===== src/rtl/sfe_pkg.sv =====
`timescale 1ns/1ps
package sfe_pkg;
  // register word indices
  localparam logic [2:0] RA_STAT = 3'd0;
  localparam logic [2:0] RA_CMD  = 3'd1;
  localparam logic [2:0] RA_ADDR = 3'd2;
  localparam logic [2:0] RA_DATA = 3'd3;
  localparam logic [2:0] RA_LVL  = 3'd4;

  localparam int BIT_BUSY = 22;
  localparam int BIT_ERR  = 29;
  localparam int MAX_ADDR_BYTES = 3;
  localparam int MAX_DATA_BYTES = 4;

  typedef enum logic [1:0] {PH_OPC, PH_ADDR, PH_DUM, PH_DATA} phase_t;

  // sequencing fields of a command, after clamping
  typedef struct packed {
    logic       wr;
    logic [2:0] dlen;
    logic       keep;
    logic [3:0] dum;
    logic [1:0] alen;
  } seq_t;

  // control -> datapath strobes
  typedef struct packed {
    logic       loadTx;
    phase_t     src;
    logic [3:0] idx;
    logic       shiftTx;
    logic       sampleRx;
    logic       storeRx;
    logic [1:0] rxIdx;
    logic       csOff;
  } strobe_t;

  function automatic seq_t decodeSeq(input logic [31:0] w);
    seq_t s;
    s.wr   = w[8];
    s.dlen = (w[11:9] > 3'(MAX_DATA_BYTES)) ? 3'(MAX_DATA_BYTES) : w[11:9];
    s.keep = w[15];
    s.dum  = w[19:16];
    s.alen = (w[22:20] > 3'(MAX_ADDR_BYTES)) ? 2'(MAX_ADDR_BYTES) : w[21:20];
    return s;
  endfunction
endpackage


===== src/rtl/sfe_ctrl.sv =====
`timescale 1ns/1ps
module sfe_ctrl
  import sfe_pkg::*;
#(
  parameter int SCK_HALF = 2
) (
  input  logic    clk,
  input  logic    rstN,
  input  logic    start,
  input  seq_t    newSeq,
  input  logic    csHeld,
  output strobe_t strb,
  output logic    busy,
  output logic    shifting,
  output logic    sck
);
  localparam int HC_W = (SCK_HALF > 1) ? $clog2(SCK_HALF) : 1;

  typedef enum logic [2:0] {S_IDLE, S_SETUP, S_PICK, S_SHIFT, S_HOLD} state_t;

  state_t      state;
  phase_t      phase;
  seq_t        curSeq;
  logic        skipOpc;
  logic [3:0]  byteIdx;
  logic [2:0]  bitIdx;
  logic        bitHigh;
  logic [HC_W-1:0] halfCnt;
  logic        halfDone;
  logic        nxtFound;
  phase_t      nxtPhase;
  logic [3:0]  curLen;
  logic        lastByte;
  int          fromIdx;

  function automatic logic [3:0] phLen(input int p, input seq_t s, input logic skip);
    case (p)
      0:       return skip ? 4'd0 : 4'd1;
      1:       return {2'b00, s.alen};
      2:       return s.dum;
      default: return {1'b0, s.dlen};
    endcase
  endfunction

  assign halfDone = (halfCnt == HC_W'(SCK_HALF - 1));
  assign curLen   = phLen(int'(phase), curSeq, skipOpc);
  assign lastByte = !(4'(byteIdx + 4'd1) < curLen);
  assign fromIdx  = (state == S_PICK) ? -1 : int'(phase);

  // next phase with a non-zero byte count
  always_comb begin
    nxtFound = 1'b0;
    nxtPhase = PH_OPC;
    for (int k = 0; k < 4; k++) begin
      if (!nxtFound && k > fromIdx && phLen(k, curSeq, skipOpc) != 4'd0) begin
        nxtFound = 1'b1;
        nxtPhase = phase_t'(2'(k));
      end
    end
  end

  always_ff @(posedge clk or negedge rstN) begin
    if (!rstN) begin
      state   <= S_IDLE;
      phase   <= PH_OPC;
      curSeq  <= '0;
      skipOpc <= 1'b0;
      byteIdx <= '0;
      bitIdx  <= '0;
      bitHigh <= 1'b0;
      halfCnt <= '0;
    end else begin
      case (state)
        S_IDLE: begin
          if (start) begin
            curSeq  <= newSeq;
            skipOpc <= csHeld;
            halfCnt <= '0;
            state   <= csHeld ? S_PICK : S_SETUP;
          end
        end
        S_SETUP: begin
          if (halfDone) begin
            halfCnt <= '0;
            state   <= S_PICK;
          end else begin
            halfCnt <= halfCnt + 1'b1;
          end
        end
        S_PICK: begin
          bitIdx  <= '0;
          bitHigh <= 1'b0;
          halfCnt <= '0;
          byteIdx <= '0;
          if (nxtFound) begin
            phase <= nxtPhase;
            state <= S_SHIFT;
          end else begin
            state <= S_HOLD;
          end
        end
        S_SHIFT: begin
          if (!halfDone) begin
            halfCnt <= halfCnt + 1'b1;
          end else begin
            halfCnt <= '0;
            if (!bitHigh) begin
              bitHigh <= 1'b1;
            end else begin
              bitHigh <= 1'b0;
              if (bitIdx != 3'd7) begin
                bitIdx <= bitIdx + 3'd1;
              end else begin
                bitIdx <= '0;
                if (!lastByte) begin
                  byteIdx <= byteIdx + 4'd1;
                end else if (nxtFound) begin
                  phase   <= nxtPhase;
                  byteIdx <= '0;
                end else begin
                  state <= S_HOLD;
                end
              end
            end
          end
        end
        S_HOLD: begin
          if (halfDone) begin
            halfCnt <= '0;
            state   <= S_IDLE;
          end else begin
            halfCnt <= halfCnt + 1'b1;
          end
        end
        default: state <= S_IDLE;
      endcase
    end
  end

  always_comb begin
    strb = '0;
    case (state)
      S_PICK: begin
        if (nxtFound) begin
          strb.loadTx = 1'b1;
          strb.src    = nxtPhase;
          strb.idx    = 4'd0;
        end
      end
      S_SHIFT: begin
        if (halfDone) begin
          if (!bitHigh) begin
            strb.sampleRx = 1'b1;
          end else if (bitIdx != 3'd7) begin
            strb.shiftTx = 1'b1;
          end else begin
            if (phase == PH_DATA && !curSeq.wr) begin
              strb.storeRx = 1'b1;
              strb.rxIdx   = byteIdx[1:0];
            end
            if (!lastByte) begin
              strb.loadTx = 1'b1;
              strb.src    = phase;
              strb.idx    = byteIdx + 4'd1;
            end else if (nxtFound) begin
              strb.loadTx = 1'b1;
              strb.src    = nxtPhase;
              strb.idx    = 4'd0;
            end
          end
        end
      end
      S_HOLD: strb.csOff = halfDone && !curSeq.keep;
      default: ;
    endcase
  end

  assign busy     = (state != S_IDLE);
  assign shifting = (state == S_SHIFT);
  assign sck      = !(shifting && !bitHigh);
endmodule


===== src/rtl/sfe_dpath.sv =====
`timescale 1ns/1ps
module sfe_dpath
  import sfe_pkg::*;
#(
  parameter int NUM_CS = 8
) (
  input  logic              clk,
  input  logic              rstN,
  input  logic [2:0]        regAddr,
  input  logic              regWe,
  input  logic [31:0]       regWdata,
  output logic [31:0]       regRdata,
  input  logic              busy,
  input  logic              shifting,
  input  strobe_t           strb,
  input  logic              miso,
  output logic              start,
  output seq_t              newSeq,
  output logic              csHeld,
  output logic [NUM_CS-1:0] csN,
  output logic              mosi,
  output logic              wpN,
  output logic              holdN,
  output logic              errFlag
);
  localparam int CS_IDX_W = 3;

  logic [31:0] cmdReg;
  logic [31:0] dataReg;
  logic [23:0] addrReg;
  logic [3:0]  lvlReg;
  logic [7:0]  txByte;
  logic [7:0]  rxByte;
  logic [7:0]  txNext;
  logic        csActive;
  logic [CS_IDX_W-1:0] csIdx;
  logic        cmdWr;
  logic [1:0]  liveAlen;

  assign cmdWr    = regWe && (regAddr == RA_CMD);
  assign start    = cmdWr && !busy;
  assign newSeq   = decodeSeq(regWdata);
  assign liveAlen = (cmdReg[22:20] > 3'(MAX_ADDR_BYTES)) ? 2'(MAX_ADDR_BYTES) : cmdReg[21:20];

  // byte to shift next
  always_comb begin
    txNext = 8'h00;
    case (strb.src)
      PH_OPC:  txNext = cmdReg[7:0];
      PH_ADDR: txNext = 8'(addrReg >> (8 * (int'(liveAlen) - 1 - int'(strb.idx))));
      PH_DUM:  txNext = 8'h00;
      default: txNext = cmdReg[8] ? 8'(dataReg >> (8 * int'(strb.idx[1:0]))) : 8'h00;
    endcase
  end

  always_ff @(posedge clk or negedge rstN) begin
    if (!rstN) begin
      cmdReg   <= '0;
      dataReg  <= '0;
      addrReg  <= '0;
      lvlReg   <= 4'hF;
      txByte   <= '0;
      rxByte   <= '0;
      csActive <= 1'b0;
      csIdx    <= '0;
      errFlag  <= 1'b0;
    end else begin
      if (start) begin
        cmdReg <= regWdata;
        if (!newSeq.wr) dataReg <= '0;
        if (!csActive) begin
          csActive <= 1'b1;
          csIdx    <= regWdata[24 +: CS_IDX_W];
        end
      end
      if (cmdWr && busy) errFlag <= 1'b1;
      else if (regWe && regAddr == RA_STAT && regWdata[BIT_ERR]) errFlag <= 1'b0;
      if (regWe && !busy) begin
        case (regAddr)
          RA_ADDR: addrReg <= regWdata[23:0];
          RA_DATA: dataReg <= regWdata;
          default: ;
        endcase
      end
      if (regWe && regAddr == RA_LVL) lvlReg <= regWdata[3:0];
      if (strb.loadTx)       txByte <= txNext;
      else if (strb.shiftTx) txByte <= {txByte[6:0], 1'b0};
      if (strb.sampleRx) rxByte <= {rxByte[6:0], miso};
      if (strb.storeRx)  dataReg[8 * strb.rxIdx +: 8] <= rxByte;
      if (strb.csOff)    csActive <= 1'b0;
    end
  end

  for (genvar i = 0; i < NUM_CS; i++) begin : g_cs
    assign csN[i] = !(csActive && int'(csIdx) == i);
  end

  always_comb begin
    regRdata = '0;
    case (regAddr)
      RA_STAT: begin
        regRdata[BIT_BUSY] = busy;
        regRdata[BIT_ERR]  = errFlag;
      end
      RA_CMD:  regRdata = cmdReg;
      RA_ADDR: regRdata = {8'h00, addrReg};
      RA_DATA: regRdata = dataReg;
      RA_LVL:  regRdata = {28'h0, lvlReg};
      default: regRdata = '0;
    endcase
  end

  assign csHeld = csActive;
  assign mosi   = shifting ? txByte[7] : lvlReg[0];
  assign wpN    = lvlReg[2];
  assign holdN  = lvlReg[3];
endmodule


===== src/rtl/sfe_engine.sv =====
`timescale 1ns/1ps
module sfe_engine
  import sfe_pkg::*;
#(
  parameter int NUM_CS   = 8,
  parameter int SCK_HALF = 2
) (
  input  logic              clk,
  input  logic              rstN,
  input  logic [2:0]        regAddr,
  input  logic              regWe,
  input  logic [31:0]       regWdata,
  output logic [31:0]       regRdata,
  output logic              sck,
  output logic [NUM_CS-1:0] csN,
  output logic              mosi,
  input  logic              miso,
  output logic              wpN,
  output logic              holdN
);
  strobe_t strb;
  seq_t    newSeq;
  logic    start;
  logic    busyFlag;
  logic    shifting;
  logic    csHeld;
  logic    errFlag;

  sfe_ctrl #(.SCK_HALF(SCK_HALF)) u_ctrl (
    .clk      (clk),
    .rstN     (rstN),
    .start    (start),
    .newSeq   (newSeq),
    .csHeld   (csHeld),
    .strb     (strb),
    .busy     (busyFlag),
    .shifting (shifting),
    .sck      (sck)
  );

  sfe_dpath #(.NUM_CS(NUM_CS)) u_dpath (
    .clk      (clk),
    .rstN     (rstN),
    .regAddr  (regAddr),
    .regWe    (regWe),
    .regWdata (regWdata),
    .regRdata (regRdata),
    .busy     (busyFlag),
    .shifting (shifting),
    .strb     (strb),
    .miso     (miso),
    .start    (start),
    .newSeq   (newSeq),
    .csHeld   (csHeld),
    .csN      (csN),
    .mosi     (mosi),
    .wpN      (wpN),
    .holdN    (holdN),
    .errFlag  (errFlag)
  );
endmodule


===== config.mk =====
export PLATFORM = sky130hd
export DESIGN_NAME = sfe_engine
export DESIGN_NICKNAME = d
export VERILOG_FILES = /design/src/rtl/sfe_pkg.sv /design/src/rtl/sfe_ctrl.sv /design/src/rtl/sfe_dpath.sv /design/src/rtl/sfe_engine.sv
export SDC_FILE = /design/constraint.sdc
export NUM_CORES = 1
export LEC_CHECK = 0
export BUFFER_PORTS_ARGS = -buffer_cell sky130_fd_sc_hd__clkbuf_2
export CAP_MARGIN = 20
export CORE_MARGIN = 2
export CORE_UTILIZATION = 55
export DETAILED_ROUTE_END_ITERATION = 16
export GPL_ROUTABILITY_DRIVEN = 1
export PLACE_DENSITY = 0.75
export RECOVER_POWER = 50
export SLEW_MARGIN = 20
export SYNTH_ARGS = -nofsm -noshare
export SYNTH_HDL_FRONTEND = slang
export SYNTH_HIERARCHICAL = 1
export SYNTH_SLANG_ARGS = --single-unit

===== constraint.sdc =====
create_clock -name clk -period 12.4 [get_ports clk]
set_input_delay 1.86 -clock clk [delete_from_list [all_inputs] [get_ports clk]]
set_output_delay 1.86 -clock clk [all_outputs]
set_load 0.02 [all_outputs]

==> flow_metrics.py <==
metrics = {
    "outcome": {
        "outcome": "finished, violations left",
        "violations": "capacitance limit, slew limit",
    },
    "setup_path": {
        "cp_max_fo": 78,
        "crit_chain": "clkbuf_1 -> clkbuf_1",
        "worst-path-buf-inv": 2,
        "cpMostUsedCell": "clkbuf_1",
        "crit_type": "in2async",
        "crit_family": "buffers and inverters",
        "critical_path.max_stage_delay_ps": 3070,
        "critical_path_required_ps": 11960,
        "worstPathArrival_ps": 7250,
        "worst_setup_path_start_kind": "input pin",
        "reg2reg_setup_slack_ps": 6630,
        "critPathCaptureType": "async pin",
        "crit_slowest_cell": "clkbuf_1",
    },
    "pwr": {
        "peakVddDrop_v": 0.0001354,
        "power_uw": 2240,
        "powerDensity_nw_per_um2": 244.5,
        "p_leak_uw": 0.004201,
    },
    "global_route": {
        "grt_pass1_wl_mm": 36.80,
        "grt_max_degree": 79,
        "antenna_found_initial": 0,
        "grt_overflow_total": 0,
        "grt_pass1_vias": 6426,
        "track_usage": 0.2986,
    },
    "clock_network": {
        "cts_hold_repair.buffers": 0,
        "cts.htree.levels": 4,
        "clk_pin_slew_worst_paths_ps": 60,
        "post-cts-setup-buffers": 0,
        "cts.sinks": 139,
        "post_cts_resize_count": 0,
        "clock_latency_ps": 420,
        "cts_tree": "built",
        "clk_path_buf_depth": 2,
        "cts_buffers": 17,
        "clockRootBuffer": "clkbuf_16",
    },
    "detailed_routing": {
        "avgViaCountPerCell": 6.299,
        "wl_per_cell_um": 21.00,
        "drtPass1Iterations": 6,
        "finalWirelength_mm": 22.98,
        "drc": 0,
        "first_iter_violations": 803,
        "vias": 6891,
        "final_antenna_net_count": 0,
    },
    "flow_run": {
        "cap_violations": 3,
    },
    "logic_synthesis": {
        "synth_top_area_cell": "dfrtp_1",
        "synthTopCellsByArea": "dfrtp_1 41%, mux2_2 8.9%, nand2_1 7.6%",
        "synth_top_area_share": 0.4130,
        "yosys_warnings": 6,
        "synth-edff-count": 0,
        "synth_area_um2": 8179,
        "syn-num-nets": 909,
        "synthCells": 848,
        "synth_cell_types": 74,
        "seq_area_frac_synth": 0.4259,
        "synth_ff_type": "dfrtp_1",
        "synthArstFlopShare": 1.000,
        "ys_ff_latch": 139,
        "postSynthAreaPerCell_um2": 9.645,
    },
    "finish": {
        "fillers": 1213,
        "drive_above_1_share": 0.2352,
        "num_antenna_cells": 0,
        "synthToLayoutAreaGrowth_pct": 12.05,
        "instances_no_fill": 1094,
        "layout.nets": 958,
    },
    "sta": {
        "finalSetupTns_ps": 0,
        "finalSetupViolations": 0,
        "holdWs_ps": 472.6,
        "finalHoldViolCount": 0,
        "maxSlewHeadroom": -1.779,
        "worst_pin_slew_ps": 4169,
        "fin_crit_ps": 7699,
        "fin_skew_ps": 4.897,
        "period_share": 0.6209,
        "setup_ws_ps": 4701,
        "drv_slew": 179,
        "max_freq_mhz": 129.9,
        "rsz0062_at_grt": "false",
    },
    "place": {
        "io_buffers": 82,
        "dp_cells": 1062,
        "place_congestion": 0.9018,
        "place_ws_ps": 6648,
        "hpwl_mm": 16.48,
    },
    "floorplan": {
        "core_area_um2": 14530,
        "initial_utilization": 0.5628,
        "rows": 44,
        "die_width_um": 125.9,
        "pin_count": 83,
        "die_y_um": 125.9,
        "die-area_um2": 15860,
    },
    "min_path": {
        "hold_class": "reg2reg",
    },
}
==> cell usage after synthesis, types with 3 or more instances <==
cell,n
nand2_1,165
dfrtp_1,135
nor2_1,66
mux2_2,65
a22oi_1,52
a21oi_1,35
o21ai_1,32
mux2_1,25
ha_1,21
inv_1,21
clkbuf_1,20
buf_2,18
o21ai_0,15
nor2b_1,11
buf_1,10
mux4_2,10
buf_4,9
mux2i_1,9
a221oi_1,8
a2bb2oi_1,8
and2_1,8
nor3_1,8
nand3_1,7
o41ai_1,7
nand2b_1,6
and3_1,4
dfstp_2,4
nor4_1,3
o22ai_1,3
or2_2,3
or3_2,3
==> metal layers <==
| layer | routed length (um) | share of wire | vias up | track usage |
|---|---|---|---|---|
| met3 | 1891 | 0.082 | 56 | 0.05692 |
| met1 | 9997 | 0.44 | 3373 | 0.4349 |
| met5 | 0 | 0 | - | 0 |
| met4 | 715 | 0.031 | 0 | 0.1067 |
| li1 | - | - | 3119 | - |
| met2 | 10370 | 0.45 | 343 | 0.4491 |
==> area by class of cell <==
cell class	count	area, um^2	share of cell area
Inverter	23	86.33	0.009420
Timing Repair Buffer	90	465.4	0.05078
Tap cell	184	230.2	0.02512
Clock buffer	22	474.2	0.05174
Sequential cell	139	3483	0.3801
Multi-Input combinational cell	626	4309	0.4702
Clock inverter	10	116.4	0.01270
==> registers in the layout, indices dropped and copies added (netlist names), 4 cells and up <==
signal and count:
u_dpath/addrReg 24, u_dpath/rxByte 8, u_dpath/lvlReg 4, u_dpath/txByte 8, u_dpath/dataReg 32, u_dpath/cmdReg 32, u_ctrl/curSeq 11, u_ctrl/byteIdx 4
==> cell usage in the layout, fill, tap and decap left out, types with 10 or more instances in the layout <==
master / n
a21oi_1: 35
a22oi_1: 52
clkbuf_16: 17
clkbuf_2: 78
dfrtp_1: 135
ha_1: 21
inv_1: 22
mux2_1: 25
mux2_2: 65
mux4_2: 10
nand2_1: 165
nor2_1: 66
o21ai_0: 15
o21ai_1: 32
==> cell families (layout without fill, tap and decap cells) <==
kind of cell / Yosys count / count (layout) / share of synthesized area
AO/OA/AOI/OAI: 185 / 185 / 0.1537
XOR/XNOR: 4 / 4 / 0.006119
adder cells (fa/ha/maj): 22 / 22 / 0.03457
buffers and inverters: 83 / 145 / 0.04696
flip-flops: 139 / 139 / 0.4259
multiplexers: 109 / 109 / 0.1625
AND/OR/NAND/NOR: 306 / 306 / 0.1703
==> worst paths after layout <==
check,startpoint,to,cells after the start
min in group asynchronous,rstN,u_dpath/cmdReg[30],1
max in group clk,u_ctrl/phase[0],u_dpath/txByte[0],19
max,rstN,u_dpath/cmdReg[0],2
min reg2reg,u_dpath/cmdReg[13],u_dpath/cmdReg[13],2
max reg2reg,u_ctrl/phase[0],u_dpath/txByte[0],19
min,u_dpath/cmdReg[13],u_dpath/cmdReg[13],2
==> report_power, final <==
part / switching (uW) / total [uW] / internal [uW]
logic: 488 / 892 / 404
clock network: 195 / 506 / 312
registers: 210 / 842 / 633
total: 892 / 2240 / 1350
==> per-stage QoR <==
stage	cell area [um^2]	utilization
after floorplan	8179	-
after global placement	8583	0.5906
after detailed placement	8598	0.5916
after CTS	9189	0.6322
after global routing	9165	0.6306
final	9165	0.6306
Note: power is estimated with default switching activity, not from simulation.
